**src/rtl/atn_pkg.sv**
```systemverilog
package atn_pkg;
  parameter int unsigned ATN_CORES = 16;

  // Drop one core's own bit from a target mask.
  function automatic logic [ATN_CORES-1:0] drop_self(
    input logic [ATN_CORES-1:0] mask,
    input int unsigned          self_idx
  );
    logic [ATN_CORES-1:0] m;
    m = mask;
    m[self_idx] = 1'b0;
    return m;
  endfunction
endpackage

```
**src/rtl/atn_sender.sv**
```systemverilog
module atn_sender #(
  parameter int unsigned N    = 16,
  parameter int unsigned SELF = 0
) (
  input  logic         clk,
  input  logic         rst_n,
  input  logic         valid,
  output logic         ready,
  input  logic [N-1:0] mask,
  output logic [N-1:0] pend
);
  logic busy_q;
  logic fire;
  logic [N-1:0] m;

  assign ready = !busy_q;
  assign fire  = valid && ready;

  always_comb begin
    m = mask;
    m[SELF] = 1'b0;
  end

  always_ff @(posedge clk) begin
    if (!rst_n) begin
      busy_q <= 1'b0;
      pend   <= '0;
    end else begin
      busy_q <= fire;
      pend   <= fire ? m : '0;
    end
  end

  AST_BUSY_AFTER_ACCEPT: assert property (@(posedge clk) disable iff (!rst_n)
    fire |=> !ready);
  AST_READY_RETURNS: assert property (@(posedge clk) disable iff (!rst_n)
    !ready |=> ready);
  AST_PEND_ONE_CYCLE: assert property (@(posedge clk) disable iff (!rst_n)
    (pend != '0) |=> (pend == '0));
  AST_NO_SELF_PEND: assert property (@(posedge clk) disable iff (!rst_n)
    fire |=> !pend[SELF]);
endmodule

```
**src/rtl/atn_merge.sv**
```systemverilog
module atn_merge #(
  parameter int unsigned N = 16
) (
  input  logic [N*N-1:0] pend_flat,
  output logic [N-1:0]   strobe
);
  genvar t;
  generate
    for (t = 0; t < N; t++) begin : g_rx
      logic [N-1:0] col;
      genvar s;
      for (s = 0; s < N; s++) begin : g_tx
        assign col[s] = pend_flat[s*N + t];
      end
      assign strobe[t] = |col;
    end
  endgenerate
endmodule

```
**src/rtl/atn_flag_bank.sv**
```systemverilog
module atn_flag_bank #(
  parameter int unsigned N = 16
) (
  input  logic         clk,
  input  logic         rst_n,
  input  logic [N-1:0] set_in,
  input  logic [N-1:0] clr_in,
  output logic [N-1:0] flag
);
  genvar i;
  generate
    for (i = 0; i < N; i++) begin : g_flag
      always_ff @(posedge clk) begin
        if (!rst_n)         flag[i] <= 1'b0;
        else if (set_in[i]) flag[i] <= 1'b1;
        else if (clr_in[i]) flag[i] <= 1'b0;
      end

      AST_FLAG_SETS: assert property (@(posedge clk) disable iff (!rst_n)
        set_in[i] |=> flag[i]);
      AST_FLAG_HOLDS: assert property (@(posedge clk) disable iff (!rst_n)
        (flag[i] && !clr_in[i]) |=> flag[i]);
      AST_FLAG_CLEARS: assert property (@(posedge clk) disable iff (!rst_n)
        (clr_in[i] && !set_in[i]) |=> !flag[i]);
      AST_SET_BEATS_CLR: assert property (@(posedge clk) disable iff (!rst_n)
        (clr_in[i] && set_in[i]) |=> flag[i]);
    end
  endgenerate
endmodule

```
**src/rtl/atn_fabric.sv**
```systemverilog
module atn_fabric
  import atn_pkg::*;
#(
  parameter int unsigned N = ATN_CORES
) (
  input  logic           clk,
  input  logic           rst_n,
  input  logic [N-1:0]   req_valid,
  output logic [N-1:0]   req_ready,
  input  logic [N*N-1:0] req_mask,
  output logic [N-1:0]   attn_strobe,
  input  logic [N-1:0]   attn_clr,
  output logic [N-1:0]   attn_flag
);
  localparam int unsigned MW = N * N;

  logic [MW-1:0] pend_flat;

  genvar s;
  generate
    for (s = 0; s < N; s++) begin : g_tx
      atn_sender #(.N(N), .SELF(s)) u_tx (
        .clk   (clk),
        .rst_n (rst_n),
        .valid (req_valid[s]),
        .ready (req_ready[s]),
        .mask  (req_mask[s*N +: N]),
        .pend  (pend_flat[s*N +: N])
      );
    end
  endgenerate

  atn_merge #(.N(N)) u_merge (
    .pend_flat (pend_flat),
    .strobe    (attn_strobe)
  );

  atn_flag_bank #(.N(N)) u_flags (
    .clk    (clk),
    .rst_n  (rst_n),
    .set_in (attn_strobe),
    .clr_in (attn_clr),
    .flag   (attn_flag)
  );

  AST_STROBE_NEEDS_ACCEPT: assert property (@(posedge clk) disable iff (!rst_n)
    (attn_strobe != '0) |-> ($past(req_valid & req_ready) != '0));
  AST_FLAG_RISE_CAUSE: assert property (@(posedge clk) disable iff (!rst_n)
    (($past(attn_flag) | $past(attn_strobe)) | ~attn_flag) == '1);
endmodule

```
**config.mk**
```make
export PLATFORM = sky130hd
export DESIGN_NAME = atn_fabric
export DESIGN_NICKNAME = d
export VERILOG_FILES = /design/src/rtl/atn_pkg.sv /design/src/rtl/atn_sender.sv /design/src/rtl/atn_merge.sv /design/src/rtl/atn_flag_bank.sv /design/src/rtl/atn_fabric.sv
export SDC_FILE = /design/constraint.sdc
export NUM_CORES = 1
export LEC_CHECK = 0
export CAP_MARGIN = 20
export CORE_ASPECT_RATIO = 0.5
export CORE_MARGIN = 5
export CORE_UTILIZATION = 40
export CTS_CLUSTER_DIAMETER = 60
export DETAILED_ROUTE_END_ITERATION = 8
export GPL_TIMING_DRIVEN = 0
export PLACE_DENSITY = 0.76
export SLEW_MARGIN = 30
export SYNTH_ARGS = -nofsm -noshare
export SYNTH_HDL_FRONTEND = slang
export SYNTH_SLANG_ARGS = --single-unit
```
**constraint.sdc**
```tcl
create_clock -name clk -period 2.6 [get_ports clk]
set_input_delay 0.52 -clock clk [delete_from_list [all_inputs] [get_ports clk]]
set_output_delay 0.52 -clock clk [all_outputs]
set_load 0.1 [all_outputs]
```
======== Word level (Yosys, flattened, before mapping) ========
Cells that the tools add are included.
word-level totals
  register bits after elaboration ......... 288
  input port bits ......................... 290
cells by class
  reductions and logical operators ........ 80
  mux-type cells .......................... 32
operators with widths
  cell                 count
  OR reduction 16 bit  16
  two-way mux 1 bit    32
  AND reduction 2 bit  16
  nonzero test 2 bit   16
  logical AND 1 bit    16
  zero test 1 bit      16

======== Depth between registers and ports, before layout ========
Gate-level depths: netlist of the first run.
  depth in word-level cells ............... 3
  gate-level depth with buffers ........... 4
  gate-level depth less buffers ........... 3

======== By module ========
Synthesis of the first run repeated with hierarchy kept, for this count alone.
second synthesis, totals
  cell total of the unflattened synthesis .. 738
  area total of the unflattened synthesis .. 9560.4 sq um
by module, submodules not included
  module         cells each  instances  area each (sq um)
  atn_sender     38          16         530.5
  atn_flag_bank  50          1          571.8
  atn_merge      80          1          500.5

======== Worst setup path after synthesis of the first run ========
Ideal clock, no wire load.
  path type ............................... flip-flop to flip-flop
  start point ............................. register g_tx[3].u_tx.pend[0]
  end point ............................... register u_flags.flag[0]
  data required time ...................... 2.479 ns
  setup time .............................. 0.121 ns
  setup slack ............................. 0.519 ns
  buffers on the path ..................... 0
  data arrival time ....................... 1.961 ns
  period minus slack after synthesis ...... 2.081 ns
  cell stages (with the launch flop) ...... 4
  cell sequence ........................... dfxtp_1 -> nor4_1 -> nand4_1 -> o21a_1
between the ends
  longest elaborated chain between the ends .. 2
RTL lines
  element                                                  RTL line             source
  start, declared                                          atn_sender.sv:10     output logic [N-1:0] pend
  start signal, assigned                                   atn_sender.sv:30     pend <= fire ? m : '0;
  OR reduction 16 bit *                                    atn_merge.sv:15      assign strobe[t] = |col;
  net attn_strobe[0]                                       atn_fabric.sv:11     output logic [N-1:0] attn_strobe,
  two-way mux 1 bit or nonzero test 2 bit (tied branches)  -
  end signal, assigned by index                            atn_flag_bank.sv:14  if (!rst_n) flag[i] <= 1'b0;
  end signal, assigned by index                            atn_flag_bank.sv:15  else if (set_in[i]) flag[i] <= 1'b1;
  end signal, assigned by index                            atn_flag_bank.sv:16  else if (clr_in[i]) flag[i] <= 1'b0;
  end, declared                                            atn_flag_bank.sv:8   output logic [N-1:0] flag
Mark *: on every way through the listed nets, which the timed path passes. The rest lies on a longest branch.
A chain may end at the register's enable or synchronous reset.

======== Worst setup path in the final report of the first run ========
  start point ............................. register u_flags.flag[12]
  end point ............................... output port attn_flag[12]
RTL lines
  element        RTL line          source
  end, declared  atn_fabric.sv:13  output logic [N-1:0] attn_flag
No word-level cell between the ends.

==> results of run 1 <==
path summary, 6_finish.rpt:
path                                                       from                              end  slack (ns)  cells after the start
worst max-delay path              u_flags.flag[12]$_SDFFE_PN0P_                    attn_flag[12]        0.09                      1
worst min-delay path                               req_mask[53]  g_tx[3].u_tx.pend[5]$_SDFF_PN0_        0.57                      2
worst max register to register  g_tx[7].u_tx.pend[2]$_SDFF_PN0_     u_flags.flag[2]$_SDFFE_PN0P_        1.21                      3
worst min register to register    u_flags.flag[12]$_SDFFE_PN0P_    u_flags.flag[12]$_SDFFE_PN0P_        0.58                      2
placed cells by master, fill, tap and decap left out, types with 6 or more instances in the layout:
cell,synthesis,layout
clkbuf_1,0,6
dfxtp_1,272,272
nand4_1,16,16
buf_4,16,16
clkdlybuf4s15_2,0,11
o21a_1,16,16
clkbuf_16,0,23
nor2b_1,16,16
inv_1,16,16
nor3_1,16,16
nor4_1,48,44
clkdlybuf4s50_1,0,289
and2_1,240,240
dlygate4sd2_1,0,16
buf_6,15,15
and3_4,13,13
buf_2,4,9
sequential cells by signal (all words and copies together), names as in the netlist:
name              cells
g_tx.u_tx.pend      240
g_tx.u_tx.busy_q     16
u_flags.flag         16
what timing repair did:
action / in CTS / in global routing
setup endpoints to repair: 32 / 1
gates resized for setup: 76 / 2
hold buffers: 0 / 0
layout make-up:
cell class              instances  area (um^2)  area share, %
repair buffers                321         3182          25.69
inverters                      16        60.06         0.4848
clock inverters                 5        28.78         0.2323
multi-input cells             368         2392          19.31
well taps                     273        341.6          2.758
plain buffers                  35        309.0          2.495
diodes                          1        2.502        0.02020
clock buffers                  31        625.6          5.050
flip-flops and latches        272         5445          43.96
power by group through the flow:
stage	Combinational [W]	Sequential, W	Clock [W]
final	0.00148	0.00441	0.00313
after global routing	0.00156	0.00442	0.00336
after CTS	0.00150	0.00441	0.00318
after detailed placement	0.00151	0.00450	0
after global placement	0.00150	0.00449	0
after floorplan	0.000648	0.00467	0
kinds of logic (layout without fill, tap and decap cells):
logic type      Yosys count  count (layout)
compound gates           16              16
buf+inv                  51             408
other cells               0               1
simple gates            352             352
flops                   272             272
stage by stage:
stage,utilization (%),TNS (ns)
2_1_floorplan,-,0
3_3_place_gp,57.75,-0.2536
3_5_place_dp,57.75,-0.3399
4_1_cts,60.97,0
5_1_grt,60.95,0
6_report,60.95,0
layer usage:
layer	part of all wire (%)	global-route usage [%]	routed length [um]	vias up
met5	0	0	0	-
met4	3.7	7.669	912	0
met3	5.6	3.789	1381	55
met2	53	37.83	13040	176
met1	38	23.22	9493	2810
li1	-	-	-	2914
==> impl_metrics.toml, run 1 <==
[grt]
grt_overflow = 0
antenna_found_initial = 2
grt_max_degree = 17
grt_pass1_wl_mm = 36.85
grt_pass1_vias = 6591
grt_usage_pct = 20.39

[die]
core_area_um2 = 20320
initial_core_util_pct = 40.26
dieArea_um2 = 23590
die_w_um = 212.3
die_y_um = 111.1
num_rows = 37
io_pins = 338

[run]
cap_viol_max_count = 0

[power_and_ir_drop]
pwr-share-clk_pct = 34.7
p_comb_share_pct = 16.4
power.net_switching_w = 0.002339
internal_power_w = 0.006675
power_per_cell_area_nw_per_um2 = 727.7
power.leakage_nw = 4.982
p_seq_share_pct = 48.9
p_total_w = 0.009014
sw_frac_of_total_pct = 25.95
vdd_drop_max_mv = 0.3793

[run_status]
outcome = "completed"

[clock_tree]
numCtsBuffers = 23
insertion_delay_ns = 0.50
cts_root_buffer = "clkbuf_16"
numClockSinks = 272
clk_pin_slew_ns = 0.07
cts_tree = "done"
htree_levels = 1
post-cts-setup-buffer-count = 0
clock_path_buffers = 3

[synthesis]
synthAdderAreaFrac_pct = 0
synth_edf_count = 0
ys_types = 13
synth-seq-area-share_pct = 66.55
async_reset_ff_share_pct = 0
synth.most_common_cell = "dfxtp_1"
synth_xor_area_share_pct = 0
syn-num-nets = 981
synth_top_area_share_pct = 66.55
yosys.area.top_type = "dfxtp_1"
ys_warn_count = 0
yosys.area_share.simple_pct = 27.47
synthMuxAreaShare_pct = 0
syn-cell-area_um2 = 8182
yosys-top-cells-area = "dfxtp_1, and2_1, nor4_1, buf_6, and3_4"
ys_ff_latch = 272
synthTopCellsByCount = "dfxtp_1, and2_1, nor4_1"
synth_top_family_by_area = "simple AND/OR/NAND/NOR gates"
syn_inst = 691
avgSynthCellArea_um2 = 11.84
synth_ff_type = "dfxtp_1"
synth-compound-area-share_pct = 1.468

[route]
vias_per_cell = 4.505
drtPass1Iterations = 5
ant_nets = 0
drc = 0
via_count = 5955
wire_per_inst_um = 18.78
drtIter0Drc = 200
routed_wirelength_mm = 24.82

[place]
place_area_um2 = 11740
place_inst = 1285
place_ws_ns = -0.1649
dpl.hpwl_mm = 19.45
place.gp.congestion = 0.8320
io_buffers = 321

[sta]
finalHoldViolCount = 0
holdWs_ns = 0.5719
relSlewSlack_pct = 30.79
finalSetupViolCount = 0
period_minus_slack_ns = 2.509
setup_ws_ns = 0.09052
rsz0062_at_grt = "no"
worst-slew-pin-transition_ns = 1.035
finalCritPeriodShare_pct = 96.52
timing.fmax_mhz = 398.5
fin_skew_ns = 0.009710
final_max_slew_viol_count = 0

[min_path]
hold_class = "in -> reg"

[setup_path]
end_kind = "output port"
path_cells = "clkdlybuf4s50_1"
critPathTopFamily = "buffers and inverters"
startpoint_type = "flop"
worstPathArrival_ns = 1.99
cpPeakStageDelay_ns = 1.17
required_ns = 2.08
crit_buf_inv = 1
critical_path_class = "reg -> out"
path_max_fanout = 2
cp_slowest_cell = "clkdlybuf4s50_1"

[finish]
nets = 1327
syn2layout_area_growth_pct = 51.40
fillers = 1661
drive_gt1_share_pct = 9.351
design_area_um2 = 12390
layoutNonFillerInstCount = 1322
(Power assumes the default switching activity.)
==> run 2: changes to the inputs <==
PLACE_DENSITY = 0.72   (was 0.76)
SYNTH_HIERARCHICAL = 1   (was unset)
==> run 2 against run 1 <==
Net effect: maximum frequency fell by 1.5%; sequential power barely moved; die area rose by 16%; via count rose by 26%; area after synthesis rose by 17%; largest power group unchanged.
==> impl_metrics.toml, run 2 <==
[run_status]
outcome = "completed"

[sta]
relSlewSlack_pct = 33.21
timing.fmax_mhz = 392.3
period_minus_slack_ns = 2.549
worst-slew-pin-transition_ns = 0.9988
holdWs_ns = 0.5390
final_max_slew_viol_count = 0
rsz0062_at_grt = "yes"
finalHoldViolCount = 0
finalCritPeriodShare_pct = 98.03
finalSetupViolCount = 0
fin_skew_ns = 0.01466

[setup_path]
cpPeakStageDelay_ns = 0.52
worstPathArrival_ns = 2.03
path_cells = "nor4_4 > nand4_1 > clkdlybuf4s15_2"
end_kind = "output port"
cp_slowest_cell = "clkdlybuf4s15_2"
reg2reg_depth = 3
required_ns = 2.08
ff2ff_setup_slack_ns = 1.14
startpoint_type = "flop"
critical_path_class = "reg -> out"
startpoint = "g_tx[9].u_tx/pend[5]$_SDFF_PN0_"
path_max_fanout = 2
endpoint = "attn_strobe[5]"
regToRegEndpoint = "u_flags/flag[14]$_SDFFE_PN0P_"
reg2reg_from = "g_tx[1].u_tx/pend[14]$_SDFF_PN0_"

[synthesis]
avgSynthCellArea_um2 = 12.95
syn-cell-area_um2 = 9560
syn_inst = 738
synth_ff_type = "dfxtp_1"
synth_edf_count = 0
yosys.area.top_type = "dfxtp_1"
synth_top_area_share_pct = 56.96
ys_ff_latch = 272
synthTopCellsByCount = "dfxtp_1, and4b_1, and4b_2, nor4_1, buf_6"
yosys-top-cells-area = "dfxtp_1, and4b_1, and4b_2, nor4_1, buf_6"
synth.most_common_cell = "dfxtp_1"
ys_types = 13
ys_warn_count = 6
syn-num-nets = 1028
async_reset_ff_share_pct = 0
synth-seq-area-share_pct = 56.96

[place]
place_area_um2 = 13190
place.gp.congestion = 0.8608
io_buffers = 321
dpl.hpwl_mm = 24.94

[die]
die_y_um = 119.3
io_pins = 338
initial_core_util_pct = 40.22
num_rows = 40
die_w_um = 228.6
core_area_um2 = 23770
dieArea_um2 = 27280

[clock_tree]
cts_tree = "done"
holdBufCountCts = 0
clock_path_buffers = 3
numCtsBuffers = 25
htree_levels = 1
numClockSinks = 272
clk_pin_slew_ns = 0.07
post-cts-setup-buffer-count = 0
cts_root_buffer = "clkbuf_16"
insertion_delay_ns = 0.53

[finish]
syn2layout_area_growth_pct = 47.52
largest_reg_flops = 240
top_regs = "g_tx.u_tx/pend (240), g_tx.u_tx/busy_q (16), u_flags/flag (16)"
mostFrequentLayoutCells = "clkdlybuf4s50_1, dfxtp_1, and4b_1"
nets = 1377
top_register = "g_tx.u_tx/pend"
design_area_um2 = 14100
final_common_cell = "clkdlybuf4s50_1"
drive_gt1_share_pct = 20.96

[power_and_ir_drop]
power_per_cell_area_nw_per_um2 = 693.8
power.leakage_nw = 5.995
vdd_drop_max_mv = 0.3586

[route]
drtIter0Drc = 475
drtPass1Iterations = 5
drc = 0
wire_per_inst_um = 22.70
routed_wirelength_mm = 32.31
via_count = 7495
ant_nets = 0
vias_per_cell = 5.267

[min_path]
hold_class = "in -> reg"
min_path_cells = 2

[grt]
grt_overflow = 0
grt_usage_pct = 22.78
grt_pass1_wl_mm = 47.89
grt_pass1_vias = 7922
grt_max_degree = 59
antenna_found_initial = 6

[run]
cap_viol_max_count = 0
run 2: changes by cell type after synthesis, sizes merged:
cell / delta
and2: -240
nor3: -16
and4b: +240
conb: +16
nor4: +16
buf: +31
and3: -16
and3b: +16
run 2: layer usage:
layer,global-route usage [%],part of all wire [%]
met5,0,0
met4,8.003,3.5
met3,4.383,4.5
met2,38.40,48
met1,29.44,44
run 2: worst max-delay path: cells and delay by family (launching register included):
kind	cells	cell delay, ns
AND/OR/NAND/NOR	2	0.66
flip-flops	1	0.33
buffers and inverters	1	0.52
run 2: cell families (layout without fill, tap and decap cells):
kind of cell,Yosys count,after routing,share of synthesized area (%)
compound gates,16,16,1.256
flops,272,272,56.96
other cells,16,22,0.6282
simple gates,352,352,33.92
buf+inv,82,446,7.237
run 2: how the worst min path moves through the flow:
| stage | start | endpoint |
|---|---|---|
| after floorplan | g_tx[0].u_tx/busy_q$_SDFF_PN0_ | g_tx[0].u_tx/pend[3]$_SDFF_PN0_ |
| after global placement | u_flags/flag[4]$_SDFFE_PN0P_ | u_flags/flag[4]$_SDFFE_PN0P_ |
| after detailed placement | u_flags/flag[10]$_SDFFE_PN0P_ | u_flags/flag[10]$_SDFFE_PN0P_ |
| after CTS | rst_n | g_tx[15].u_tx/pend[1]$_SDFF_PN0_ |
| after global routing | rst_n | g_tx[15].u_tx/pend[1]$_SDFF_PN0_ |
| final | rst_n | g_tx[15].u_tx/pend[1]$_SDFF_PN0_ |
run 2: what timing repair did:
action,in CTS,in global routing
endpoints found under the setup margin,32,13
cloned,0,0
resized for setup,113,19
run 2: metrics by stage:
stage | TNS (ns) | util [%] | power, W | setup slack (ns) | cells
final | 0 | 59.33 | 0.009784 | 0.05110 | 1423
after global routing | -0.01278 | 59.33 | 0.01015 | -0.01278 | 1423
after CTS | -0.09383 | 59.25 | 0.009852 | -0.09383 | 1417
after detailed placement | -2.231 | 55.49 | 0.006042 | -0.3051 | 1375
after global placement | -378.07 | 55.39 | 0.006028 | -1.464 | 1374
after floorplan | 0 | - | 0.005281 | 0.5186 | 738
run 2: final cells by class:
class | count | area (um^2)
clock inverter | 12 | 171.4
timing repair buffer | 322 | 3133
multi-input combinational | 384 | 3568
tap | 315 | 394.1
antenna | 6 | 15.01
buffer | 66 | 631.9
clock buffer | 30 | 684.4
inverter | 16 | 60.06
fill | 1924 | 9669
sequential | 272 | 5445
run 2: where the power goes:
| part | leakage (nW) | switching (W) | internal (W) | total, W |
|---|---|---|---|---|
| clock network | 0.415 | 0.00156 | 0.00227 | 0.00383 |
| logic | 3.35 | 0.000797 | 0.000716 | 0.00151 |
| registers | 2.23 | 0.0000976 | 0.00435 | 0.00444 |
| total | 5.99 | 0.00246 | 0.00733 | 0.00978 |
